==> config.mk <==
export PLATFORM = sky130hd
export DESIGN_NAME = hw_brkpt_unit
export DESIGN_NICKNAME = d
export VERILOG_FILES = /design/src/rtl/bkpt_pkg.sv /design/src/rtl/bkpt_cfg_loader.sv /design/src/rtl/bkpt_slot.sv /design/src/rtl/bkpt_halt_ctl.sv /design/src/rtl/hw_brkpt_unit.sv
export SDC_FILE = /design/constraint.sdc
export NUM_CORES = 1
export LEC_CHECK = 0
export BUFFER_PORTS_ARGS = -buffer_cell sky130_fd_sc_hd__buf_2
export CAP_MARGIN = 20
export CORE_UTILIZATION = 45
export CTS_CLUSTER_DIAMETER = 150
export DETAILED_ROUTE_END_ITERATION = 8
export SLEW_MARGIN = 20
export SYNTH_ARGS = -nofsm -noshare
export SYNTH_HDL_FRONTEND = slang
export SYNTH_SLANG_ARGS = --single-unit
==> constraint.sdc <==
create_clock -name clk -period 3.6 [get_ports clk]
set_clock_uncertainty 0.05 [all_clocks]
set_input_delay 0 -clock clk [delete_from_list [all_inputs] [get_ports clk]]
set_output_delay 0 -clock clk [all_outputs]
set_load 0.01 [all_outputs]
==> src/rtl/bkpt_pkg.sv <==
package bkpt_pkg;

  localparam int CMD_BYTE_W = 8;
  localparam int SLOT_SEL_W = 2;
  localparam int SEL_LSB    = 3;
  localparam int ARM_BIT    = 2;
  localparam int RSVD_W     = 2;
  localparam int CODE_AW    = 2 * CMD_BYTE_W;

  typedef enum logic [1:0] {
    PH_HEAD = 2'd0,
    PH_HIGH = 2'd1,
    PH_LOW  = 2'd2
  } load_phase_e;

  typedef struct packed {
    logic                  arm;
    logic [SLOT_SEL_W-1:0] sel;
    logic [CODE_AW-1:0]    addr;
  } slot_cmd_t;

  function automatic logic head_rsvd_ok(input logic [CMD_BYTE_W-1:0] head);
    return head[RSVD_W-1:0] == '0;
  endfunction

  function automatic logic [SLOT_SEL_W-1:0] head_sel(input logic [CMD_BYTE_W-1:0] head);
    return head[SEL_LSB +: SLOT_SEL_W];
  endfunction

  function automatic logic head_arm(input logic [CMD_BYTE_W-1:0] head);
    return head[ARM_BIT];
  endfunction

  function automatic logic addr_hit(input logic armed,
                                    input logic [CODE_AW-1:0] slot_addr,
                                    input logic [CODE_AW-1:0] bus_addr,
                                    input logic bus_vld);
    return armed && bus_vld && (slot_addr == bus_addr);
  endfunction

endpackage

==> src/rtl/bkpt_cfg_loader.sv <==
module bkpt_cfg_loader
  import bkpt_pkg::*;
(
  input  logic                  clk,
  input  logic                  rst_n,
  input  logic [CMD_BYTE_W-1:0] byte_in,
  input  logic                  byte_stb,
  output logic                  cmd_commit,
  output logic                  cmd_reject,
  output slot_cmd_t             cmd
);

  load_phase_e           phase_q;
  logic [CMD_BYTE_W-1:0] head_q;
  logic [CMD_BYTE_W-1:0] high_q;
  logic                  last_byte;

  always_ff @(posedge clk or negedge rst_n) begin
    if (!rst_n) begin
      phase_q <= PH_HEAD;
      head_q  <= '0;
      high_q  <= '0;
    end else if (byte_stb) begin
      unique case (phase_q)
        PH_HEAD: begin
          head_q  <= byte_in;
          phase_q <= PH_HIGH;
        end
        PH_HIGH: begin
          high_q  <= byte_in;
          phase_q <= PH_LOW;
        end
        default: phase_q <= PH_HEAD;
      endcase
    end
  end

  assign last_byte  = byte_stb && (phase_q == PH_LOW);
  assign cmd_commit = last_byte && head_rsvd_ok(head_q);
  assign cmd_reject = last_byte && !head_rsvd_ok(head_q);

  always_comb begin
    cmd.arm  = head_arm(head_q);
    cmd.sel  = head_sel(head_q);
    cmd.addr = {high_q, byte_in};
  end

endmodule

==> src/rtl/bkpt_slot.sv <==
module bkpt_slot
  import bkpt_pkg::*;
#(
  parameter int ADDR_W = CODE_AW
) (
  input  logic              clk,
  input  logic              rst_n,
  input  logic              wr,
  input  logic              wr_arm,
  input  logic [ADDR_W-1:0] wr_addr,
  input  logic [ADDR_W-1:0] bus_addr,
  input  logic              bus_vld,
  output logic              armed,
  output logic              hit
);

  logic [ADDR_W-1:0] addr_q;

  always_ff @(posedge clk or negedge rst_n) begin
    if (!rst_n) begin
      armed  <= 1'b0;
      addr_q <= '0;
    end else if (wr) begin
      armed  <= wr_arm;
      addr_q <= wr_addr;
    end
  end

  assign hit = addr_hit(armed, addr_q, bus_addr, bus_vld);

endmodule

==> src/rtl/bkpt_halt_ctl.sv <==
module bkpt_halt_ctl #(
  parameter int NUM_SLOTS = 4
) (
  input  logic                 clk,
  input  logic                 rst_n,
  input  logic [NUM_SLOTS-1:0] slot_hits,
  input  logic                 resume,
  output logic                 halt_req,
  output logic [NUM_SLOTS-1:0] hit_vec
);

  logic [NUM_SLOTS-1:0] kept;

  assign kept = resume ? '0 : hit_vec;

  always_ff @(posedge clk or negedge rst_n) begin
    if (!rst_n) begin
      hit_vec  <= '0;
      halt_req <= 1'b0;
    end else begin
      hit_vec  <= kept | slot_hits;
      halt_req <= (halt_req && !resume) || (|slot_hits);
    end
  end

endmodule

==> src/rtl/hw_brkpt_unit.sv <==
module hw_brkpt_unit
  import bkpt_pkg::*;
#(
  parameter int NUM_SLOTS = 4
) (
  input  logic                  clk,
  input  logic                  rst_n,
  input  logic [CMD_BYTE_W-1:0] cfg_byte,
  input  logic                  cfg_strobe,
  input  logic [CODE_AW-1:0]    cpu_addr,
  input  logic                  cpu_addr_vld,
  input  logic                  resume,
  output logic                  halt_req,
  output logic [NUM_SLOTS-1:0]  hit_vec
);

  localparam int SEL_W = (NUM_SLOTS > 1) ? $clog2(NUM_SLOTS) : 1;

  logic                 cfg_commit;
  logic                 cfg_reject;
  slot_cmd_t            cfg_cmd;
  logic [NUM_SLOTS-1:0] slot_en;
  logic [NUM_SLOTS-1:0] match_vec;

  bkpt_cfg_loader u_loader (
    .clk        (clk),
    .rst_n      (rst_n),
    .byte_in    (cfg_byte),
    .byte_stb   (cfg_strobe),
    .cmd_commit (cfg_commit),
    .cmd_reject (cfg_reject),
    .cmd        (cfg_cmd)
  );

  for (genvar gi = 0; gi < NUM_SLOTS; gi++) begin : g_slot
    logic slot_wr;
    assign slot_wr = cfg_commit && (cfg_cmd.sel[SEL_W-1:0] == SEL_W'(gi));

    bkpt_slot #(.ADDR_W(CODE_AW)) u_slot (
      .clk      (clk),
      .rst_n    (rst_n),
      .wr       (slot_wr),
      .wr_arm   (cfg_cmd.arm),
      .wr_addr  (cfg_cmd.addr),
      .bus_addr (cpu_addr),
      .bus_vld  (cpu_addr_vld),
      .armed    (slot_en[gi]),
      .hit      (match_vec[gi])
    );
  end

  bkpt_halt_ctl #(.NUM_SLOTS(NUM_SLOTS)) u_halt (
    .clk       (clk),
    .rst_n     (rst_n),
    .slot_hits (match_vec),
    .resume    (resume),
    .halt_req  (halt_req),
    .hit_vec   (hit_vec)
  );

endmodule

==> out/qor.csv, run 1 <==
metric,value,unit
worstSetupPathType,reg2reg,
p_sw,0.8451,mW
post-place-ws,1.302,ns
fin_crit,2.276,ns
vias,2346,
syn_to_final_growth,15.14,%
cts_inserted_buffers,9,
cts_sinks,88,
synth.top_cell.area_share,0.5415,
start_kind,flop,
drv_cap,0,
cellPowerDensity,629.5,nW/um2
p_sw_frac,0.2868,
dieArea,9421,um2
dpl.cell_count,427,
drt_wl_total,8.358,mm
synth_seq_area_share,0.5415,
rsz0062_at_grt,no,
grt_pass1_vias,2516,
outcome,completed,
fin_total_pwr,2.947,mW
place_area,4340,um2
viasPerCell,5.167,
combPwrFrac,0.222,
path_max_fanout,17,
post_drt_wl_per_cell,18.41,um
drt-initial-drc-count,64,
clockPowerShare,0.262,
setup_viol,0,
crit_chain,nor4_4 > nand2_1 > nor2_2 > mux2_2,
yosys.area.top_type,dfrtp_1,
relSlewSlack,0.3334,
drtAntennaViolNets,0,
grt_start_max_net_pins,66,
ys_ff_latch,88,
worstMarginPinSlew,0.9989,ns
post-route-util,0.5369,
fin_cells,454,
max_freq,439.4,MHz
syn_area_per_cell,14.07,um2
cp.required,3.78,ns
whs,0.1247,ns
syn_inst,289,
post-route-period-util,0.6322,
finalSetupTns,0,ns
setup_ws,1.324,ns
antenna_found_initial,0,
slowest_stage,nor2_2,
fillers,768,
firstDrtPassIters,4,
ios,34,
clk_latency,0.35,ns
start_util,0.4663,
cts_buffer_depth,2,
cts.clk_slew.worst_paths,0.09,ns
gp_congestion,0.7271,
cts-root-buf,clkbuf_8,
grt_pass1_wl,13.77,mm
cellLeakagePower,2.213,nW
finish.instance_area,4682,um2
grt_usage,0.1937,
drc_errors,0,
io_buffers,33,
ys_types,25,
cts_tree,done,
netlist_area,4066,um2
die_w,97.06,um
dp_hpwl,5.869,mm
layout_common_cells,"dfrtp_1, mux2_2, xor2_1",
rows,34,
postCtsSetupRepairBufs,0,
layout-drive-gt1-share,0.3902,
hold_violations,0,
antenna-diode-count,0,
ys_top_cells_by_area,"dfrtp_1, mux2_2, xor2_1",
worstPathArrival,2.45,ns
layout_commonest_cell,dfrtp_1,
htree_levels,3,
endpoint_kind,flop,
nets,370,
grt-ovfl-total,0,
max-vdd-ir-drop,308.5,uV
slowest_delay,0.76,ns
slew_viol_final,0,
intPower,2.102,mW
die_h,97.06,um
hold_path_class,in2reg,
yosysWarnings,0,
core,8721,um2
synth_fp_nets,318,
power_frac_seq,0.516,
cts-resized-gates,0,
-- cells by family (layout without fill, tap and decap cells) --
logic type / Yosys count / after routing / share of synthesized area
AND/OR/NAND/NOR: 38 / 38 / 0.05939
buffers and inverters: 11 / 68 / 0.01631
multiplexers: 81 / 81 / 0.2335
AO/OA/AOI/OAI: 7 / 7 / 0.01139
XOR/XNOR: 64 / 64 / 0.1378
flip-flops: 88 / 88 / 0.5415
-- worst paths after layout --
kind	startpoint	endpoint	slack, ns	depth (start not counted)
worst max-delay path	u_loader.phase_q[0]	g_slot[2].u_slot.addr_q[6]	1.32	4
min in group asynchronous	rst_n	g_slot[3].u_slot.addr_q[14]	0.23	2
max in group asynchronous	rst_n	g_slot[1].u_slot.addr_q[13]	2.41	3
worst min register to register	u_halt.hit_vec[3]	u_halt.hit_vec[3]	0.46	1
worst max register to register	u_loader.phase_q[0]	g_slot[2].u_slot.addr_q[6]	1.32	4
worst min-delay path	cpu_addr_vld	u_halt.hit_vec[1]	0.12	5
-- flip-flops by register name, indices dropped and copies added (netlist names) --
name,flops
g_slot.u_slot.addr_q,64
g_slot.u_slot.armed,4
u_loader.phase_q,2
u_halt.hit_vec,4
u_loader.head_q,5
u_halt.halt_req,1
u_loader.high_q,8
-- metal layers --
metal  up-vias  global-route usage  part of all wire
met5         -                   0                 0
li1       1121                   -                 -
met1      1171              0.2780              0.49
met4         0             0.04592            0.0075
met3         4             0.05324             0.040
met2        50              0.2925              0.46
-- critical path: cells and delay by family, from the launching register on --
| family | cells | cell delay (ns) |
|---|---|---|
| AND/OR/NAND/NOR | 3 | 1.24 |
| flip-flops | 1 | 0.44 |
| multiplexers | 1 | 0.42 |
-- cells in the mapped netlist --
library cell   n
a21o_1         1
a32o_1         1
a32oi_1        1
and3b_1        1
buf_2          2
buf_4          1
buf_6          1
buf_8          1
dfrtp_1       88
inv_1          6
mux2_2        71
mux2_4        10
nand2_1        2
nand3_1        5
nand3_2        1
nand4_1       10
nor2_1         5
nor2_2         1
nor3_1         5
nor3b_4        1
nor4_1         6
nor4_4         1
o21ai_0        4
xnor2_1       28
xor2_1        36
-- what timing repair did --
| item | CTS | global route |
|---|---|---|
| setup endpoints to repair | 0 | 0 |
| hold endpoints to repair | 116 | 0 |
| hold buffers | 11 | 0 |
-- power by group through the flow --
stage	Clock (mW)	Sequential (mW)	Combinational (mW)
floorplan	0	1.47	0.500
global placement	0	1.53	0.640
detailed placement	0	1.54	0.655
CTS	0.796	1.52	0.668
global route	0.830	1.57	0.723
finish	0.772	1.52	0.655
-- cell type report --
cell class | instances | area, um2 | share of cell area
Inverter | 6 | 22.52 | 0.004810
Timing Repair Buffer | 46 | 292.8 | 0.06253
Multi-Input combinational cell | 190 | 1798 | 0.3840
Tap cell | 108 | 135.1 | 0.02886
Clock inverter | 4 | 76.32 | 0.01630
Sequential cell | 88 | 2202 | 0.4703
Clock buffer | 12 | 155.1 | 0.03314
Note: power is estimated with default switching activity, not from simulation.
==> inputs of run 2 (changes only) <==
Settings changed: PLACE_DENSITY from default to 0.65.
Clock period 3.6 ns to 2 ns, I/O delays scaled along.
==> out/qor.csv, run 2 (synthesis gave the netlist of run 1 again) <==
metric,value,unit,change
syn_to_final_growth,15.78,%,
fin_crit,1.808,ns,-0.4680 ns
layout_commonest_cell,dfrtp_1,,
rr_startpoint,u_loader.phase_q[0],,
cts_tree,done,,
top_register,g_slot.u_slot.addr_q,,
drt-initial-drc-count,79,,+23%
cellLeakagePower,2.243,nW,+1.4%
worstSetupPathType,reg2reg,,
die_w,97.06,um,unchanged
gp_congestion,0.7264,,about the same
dp_hpwl,6.158,mm,+4.9%
worstPathArrival,1.99,ns,-0.46 ns
io_buffers,33,,unchanged
postCtsSetupRepairBufs,0,,unchanged
cts_sinks,88,,unchanged
drc_errors,0,,unchanged
cp.required,2.18,ns,-1.60 ns
core,8721,um2,unchanged
worstMarginPinSlew,0.6811,ns,-0.3177 ns
grt-ovfl-total,0,,unchanged
max_freq,553.1,MHz,+26%
hold_path_class,in2reg,,
cts-root-buf,clkbuf_8,,
grt_usage,0.1929,,-0.0007830
dpl.cell_count,438,,+2.6%
vias,2424,,+3.3%
slew_viol_final,0,,unchanged
finalSetupTns,0,ns,unchanged
largest_registers,"g_slot.u_slot.addr_q (64), u_loader.high_q (8), u_loader.head_q (5)",,
fin_cells,462,,+1.8%
antenna_found_initial,0,,unchanged
hold_path_end,u_halt.hit_vec[1],,
grt_start_max_net_pins,52,,-21%
post-route-period-util,0.9040,,+0.2718
ff2ff_setup_slack,0.19,ns,-1.13 ns
cts_inserted_buffers,9,,unchanged
dieArea,9421,um2,unchanged
path_max_fanout,10,,-7
endpoint_kind,flop,,
start_kind,flop,,
rows,34,,unchanged
layout_common_cells,"dfrtp_1, mux2_2, xor2_1",,
rsz0062_at_grt,no,,
setup_viol,0,,unchanged
drtAntennaViolNets,0,,unchanged
hp-start,cpu_addr_vld,,
antenna-diode-count,0,,unchanged
die_h,97.06,um,unchanged
drt_wl_total,8.451,mm,+1.1%
hold_violations,0,,unchanged
cellPowerDensity,1085,nW/um2,+72%
grt_pass1_wl,13.74,mm,-0.25%
viasPerCell,5.247,,+1.5%
start_util,0.4663,,unchanged
relSlewSlack,0.5459,,+0.2125
post_drt_wl_per_cell,18.29,um,-0.64%
firstDrtPassIters,4,,unchanged
largest_register_ffs,64,,unchanged
max-vdd-ir-drop,542.5,uV,+76%
clk_latency,0.35,ns,about the same
outcome,completed,,
cts_buffer_depth,2,,unchanged
nets,381,,+3.0%
cts.clk_slew.worst_paths,0.08,ns,about the same
r2r_end,g_slot[0].u_slot.addr_q[1],,
htree_levels,3,,unchanged
grt_pass1_vias,2509,,-0.28%
layout-drive-gt1-share,0.4011,,+0.01096
drv_cap,0,,unchanged
r2r_cells,4,,unchanged
holdPathStages,5,,unchanged
ios,34,,unchanged
-- run 2: worst max-delay path by stage --
stage | from | endpoint | slack [ns] | cells past startpoint
2_1_floorplan | u_loader.phase_q[0] | g_slot[0].u_slot.addr_q[10] | 0.17 | 4
3_3_place_gp | u_loader.phase_q[0] | g_slot[0].u_slot.addr_q[6] | 0.23 | 4
3_5_place_dp | u_loader.phase_q[0] | g_slot[0].u_slot.addr_q[1] | 0.20 | 4
4_1_cts | u_loader.phase_q[0] | g_slot[0].u_slot.addr_q[1] | 0.19 | 4
5_1_grt | u_loader.phase_q[0] | g_slot[0].u_slot.addr_q[1] | 0.08 | 4
6_report | u_loader.phase_q[0] | g_slot[0].u_slot.addr_q[1] | 0.19 | 4
-- run 2: where the power goes --
group / internal [mW] / leakage (nW) / switching (mW)
Combinational: 0.736 / 0.986 / 0.462
Clock: 0.593 / 0.0884 / 0.575
Sequential: 2.29 / 1.17 / 0.448
Total: 3.62 / 2.24 / 1.48
-- run 2: layout make-up --
cell class                      instances  area (um2)
Timing Repair Buffer                   57       375.4
Fill cell                             763        4013
Inverter                                6       22.52
Clock buffer                           12       145.1
Multi-Input combinational cell        190        1798
Tap cell                              108       135.1
Clock inverter                          1       30.03
Sequential cell                        88        2202
-- run 2: stage by stage --
step | area [um2] | hold WS, ns | total power [mW] | utilization | setup WS (ns)
CTS | 4708 | 0.09083 | 5.154 | 0.5399 | 0.1905
global placement | 4423 | 0.02681 | 3.913 | 0.5072 | 0.2288
floorplan | 4066 | -0.3456 | 3.550 | - | 0.1651
global route | 4708 | 0.1289 | 5.405 | 0.5399 | 0.07698
finish | 4708 | 0.09433 | 5.108 | 0.5399 | 0.1920
detailed placement | 4423 | 0.02723 | 3.969 | 0.5072 | 0.1973
-- run 2: layer usage --
| layer | wire (um) | GRT usage |
|---|---|---|
| met5 | 0 | 0 |
| met4 | 166 | 0.07807 |
| met3 | 217 | 0.02734 |
| met2 | 3786 | 0.2828 |
| met1 | 4281 | 0.2880 |
-- run 2: repair_timing --
item                                    in CTS  in global routing
hold buffers                                11                  0
hold endpoints to repair                   100                  0
gates resized for setup                      0                  0
endpoints found under the setup margin       0                  0
-- run 2: worst max-delay path: stages, from the launching register on --
cell     delay (ns)
dfrtp_1        0.43
nor4_4         0.36
nor3b_4        0.26
buf_4          0.25
mux2_2         0.35
==> inputs of run 3 (changes only) <==
==> constraint.sdc (replaced) <==
create_clock -name clk -period 2 [get_ports clk]
set_clock_uncertainty 0.05 [all_clocks]
set_input_delay 0.1 -clock clk [delete_from_list [all_inputs] [get_ports clk]]
set_output_delay 0.1 -clock clk [all_outputs]
set_load 0.01 [all_outputs]
==> out/qor.csv, run 3 (synthesis gave the netlist of run 1 again) <==
metric,value,unit,change
start_kind,flop,,
syn_to_final_growth,14.09,%,
die_w,97.06,um,unchanged
dieArea,9421,um2,unchanged
clk_latency,0.34,ns,about the same
path_max_fanout,10,,unchanged
core,8721,um2,unchanged
drv_cap,0,,unchanged
p_sw_frac,0.2937,,+0.002980
gp_congestion,0.7314,,+0.69%
place_area,4423,um2,unchanged
busiest_layer,met1,,
relSlewSlack,0.6065,,+0.06063
drc_errors,0,,unchanged
endpoint_kind,flop,,
htree_levels,3,,unchanged
slowest_stage,dfrtp_1,,
outcome,completed,,
hold_violations,0,,unchanged
dp_hpwl,6.044,mm,-1.9%
largest_registers,"g_slot.u_slot.addr_q (64), u_loader.high_q (8), u_loader.head_q (5)",,
cp.required,2.18,ns,about the same
vias,2361,,-2.6%
antenna-diode-count,0,,unchanged
drtAntennaViolNets,0,,unchanged
max_freq,550.7,MHz,-0.44%
fin_cells,458,,-0.87%
r2r_end,g_slot[0].u_slot.addr_q[6],,
combPwrFrac,0.236,,about the same
layout_common_cells,"dfrtp_1, mux2_2, xor2_1",,
use_met1,0.2874,,-0.0006797
fillers,733,,-3.9%
power_frac_seq,0.546,,+0.009
top_register,g_slot.u_slot.addr_q,,
startpoint,u_loader.phase_q[0],,
viasPerCell,5.155,,-1.7%
ios,34,,unchanged
cts.clk_slew.worst_paths,0.08,ns,about the same
multiInputGateArea,1798,um2,unchanged
die_h,97.06,um,unchanged
drt-initial-drc-count,90,,+14%
grt-ovfl-total,0,,unchanged
worstSetupPathType,reg2reg,,
dpl.cell_count,438,,unchanged
slew_viol_final,0,,unchanged
ff2ff_setup_slack,0.18,ns,about the same
start_util,0.4663,,unchanged
r2r_cells,4,,unchanged
cellLeakagePower,2.213,nW,-1.3%
critPathCapture,g_slot[0].u_slot.addr_q[6],,
gr-usage-met3,0.03525,,+0.007914
cts_buffer_depth,2,,unchanged
post-route-util,0.5320,,-0.007891
grt_usage,0.1902,,-0.002759
largest_register_ffs,64,,unchanged
fin_crit,1.816,ns,+0.007916 ns
rr_startpoint,u_loader.phase_q[0],,
layout_commonest_cell,dfrtp_1,,
finalSetupTns,0,ns,unchanged
max-vdd-ir-drop,528.0,uV,-2.7%
nets,375,,-1.6%
drt_wl_total,8.184,mm,-3.2%
clockPowerShare,0.218,,-0.011
cellPowerDensity,1080,nW/um2,-0.46%
post_drt_wl_per_cell,17.87,um,-2.3%
worstMarginPinSlew,0.5902,ns,-0.09094 ns
antenna_found_initial,0,,unchanged
setup_viol,0,,unchanged
rows,34,,unchanged
slowest_delay,0.43,ns,about the same
intPower,3.539,mW,-2.3%
crit_chain,nor4_4 > nor3b_4 > buf_4 > mux2_2,,
layout-drive-gt1-share,0.4057,,+0.004584
grt_pass1_wl,13.70,mm,-0.25%
io_buffers,33,,unchanged
p_sw,1.471,mW,-0.91%
finish.instance_area,4639,um2,-1.5%
post-route-period-util,0.9080,,+0.003958
cts_tree,done,,
grt_pass1_vias,2528,,+0.76%
seqCellArea,2202,um2,unchanged
grt_start_max_net_pins,45,,-13%
cts_sinks,88,,unchanged
hold_path_class,in2reg,,
cts_inserted_buffers,9,,unchanged
cts-root-buf,clkbuf_8,,
rsz0062_at_grt,no,,
gr-usage-met2,0.2790,,-0.003792
worstPathArrival,1.99,ns,about the same
firstDrtPassIters,4,,unchanged
## run 3: metrics by stage
stage | power [mW] | hold WS (ns) | setup slack, ns
after detailed placement | 3.958 | 0.09676 | 0.1794
after global routing | 5.335 | 0.02191 | 0.07560
after CTS | 5.058 | 0.01488 | 0.1623
final | 5.010 | 0.02575 | 0.1840
after floorplan | 3.550 | -0.2456 | 0.1651
after global placement | 3.913 | 0.09188 | 0.2270
## run 3: area by class of cell
class | instances | area share
Timing Repair Buffer | 51 | 0.06796
Clock buffer | 15 | 0.03587
Tap cell | 108 | 0.02913
Multi-Input combinational cell | 190 | 0.3875
Sequential cell | 88 | 0.4746
Inverter | 6 | 0.004854
## run 3: worst min path at each step
stage,endpoint,slack [ns],cells after the start,startpoint
final,u_loader.high_q[3],0.03,2,cfg_byte[3]
after global routing,g_slot[2].u_slot.addr_q[6],0.02,2,cfg_byte[6]
after CTS,u_loader.high_q[3],0.01,2,cfg_byte[3]
after detailed placement,g_slot[2].u_slot.addr_q[4],0.1,1,rst_n
after global placement,g_slot[2].u_slot.addr_q[0],0.09,1,rst_n
after floorplan,g_slot[0].u_slot.addr_q[0],-0.25,0,rst_n
## run 3: per-layer routing
metal | vias to the layer above | wire (um)
li1 | 1126 | -
met1 | 1200 | 4146
met2 | 29 | 3813
met3 | 6 | 145
met4 | 0 | 78
met5 | - | 0
## run 3: timing repair
item / in CTS / in global routing
setup buffers: 0 / 0
hold buffers: 5 / 0
hold endpoints to repair: 55 / 0
gates resized for setup: 0 / 0
## run 3: power groups by stage
stage	Combinational, mW	Clock, mW	Sequential [mW]
after floorplan	0.900	0	2.65
after global placement	1.17	0	2.75
after detailed placement	1.19	0	2.77
after CTS	1.21	1.12	2.73
after global routing	1.31	1.20	2.82
final	1.18	1.09	2.74
## run 3: critical path: cells and delay by family, from the launching register on
family,cells,cell delay [ns]
buffers and inverters,1,0.25
DFF,1,0.43
muxes,1,0.35
and+or+nand+nor,2,0.62
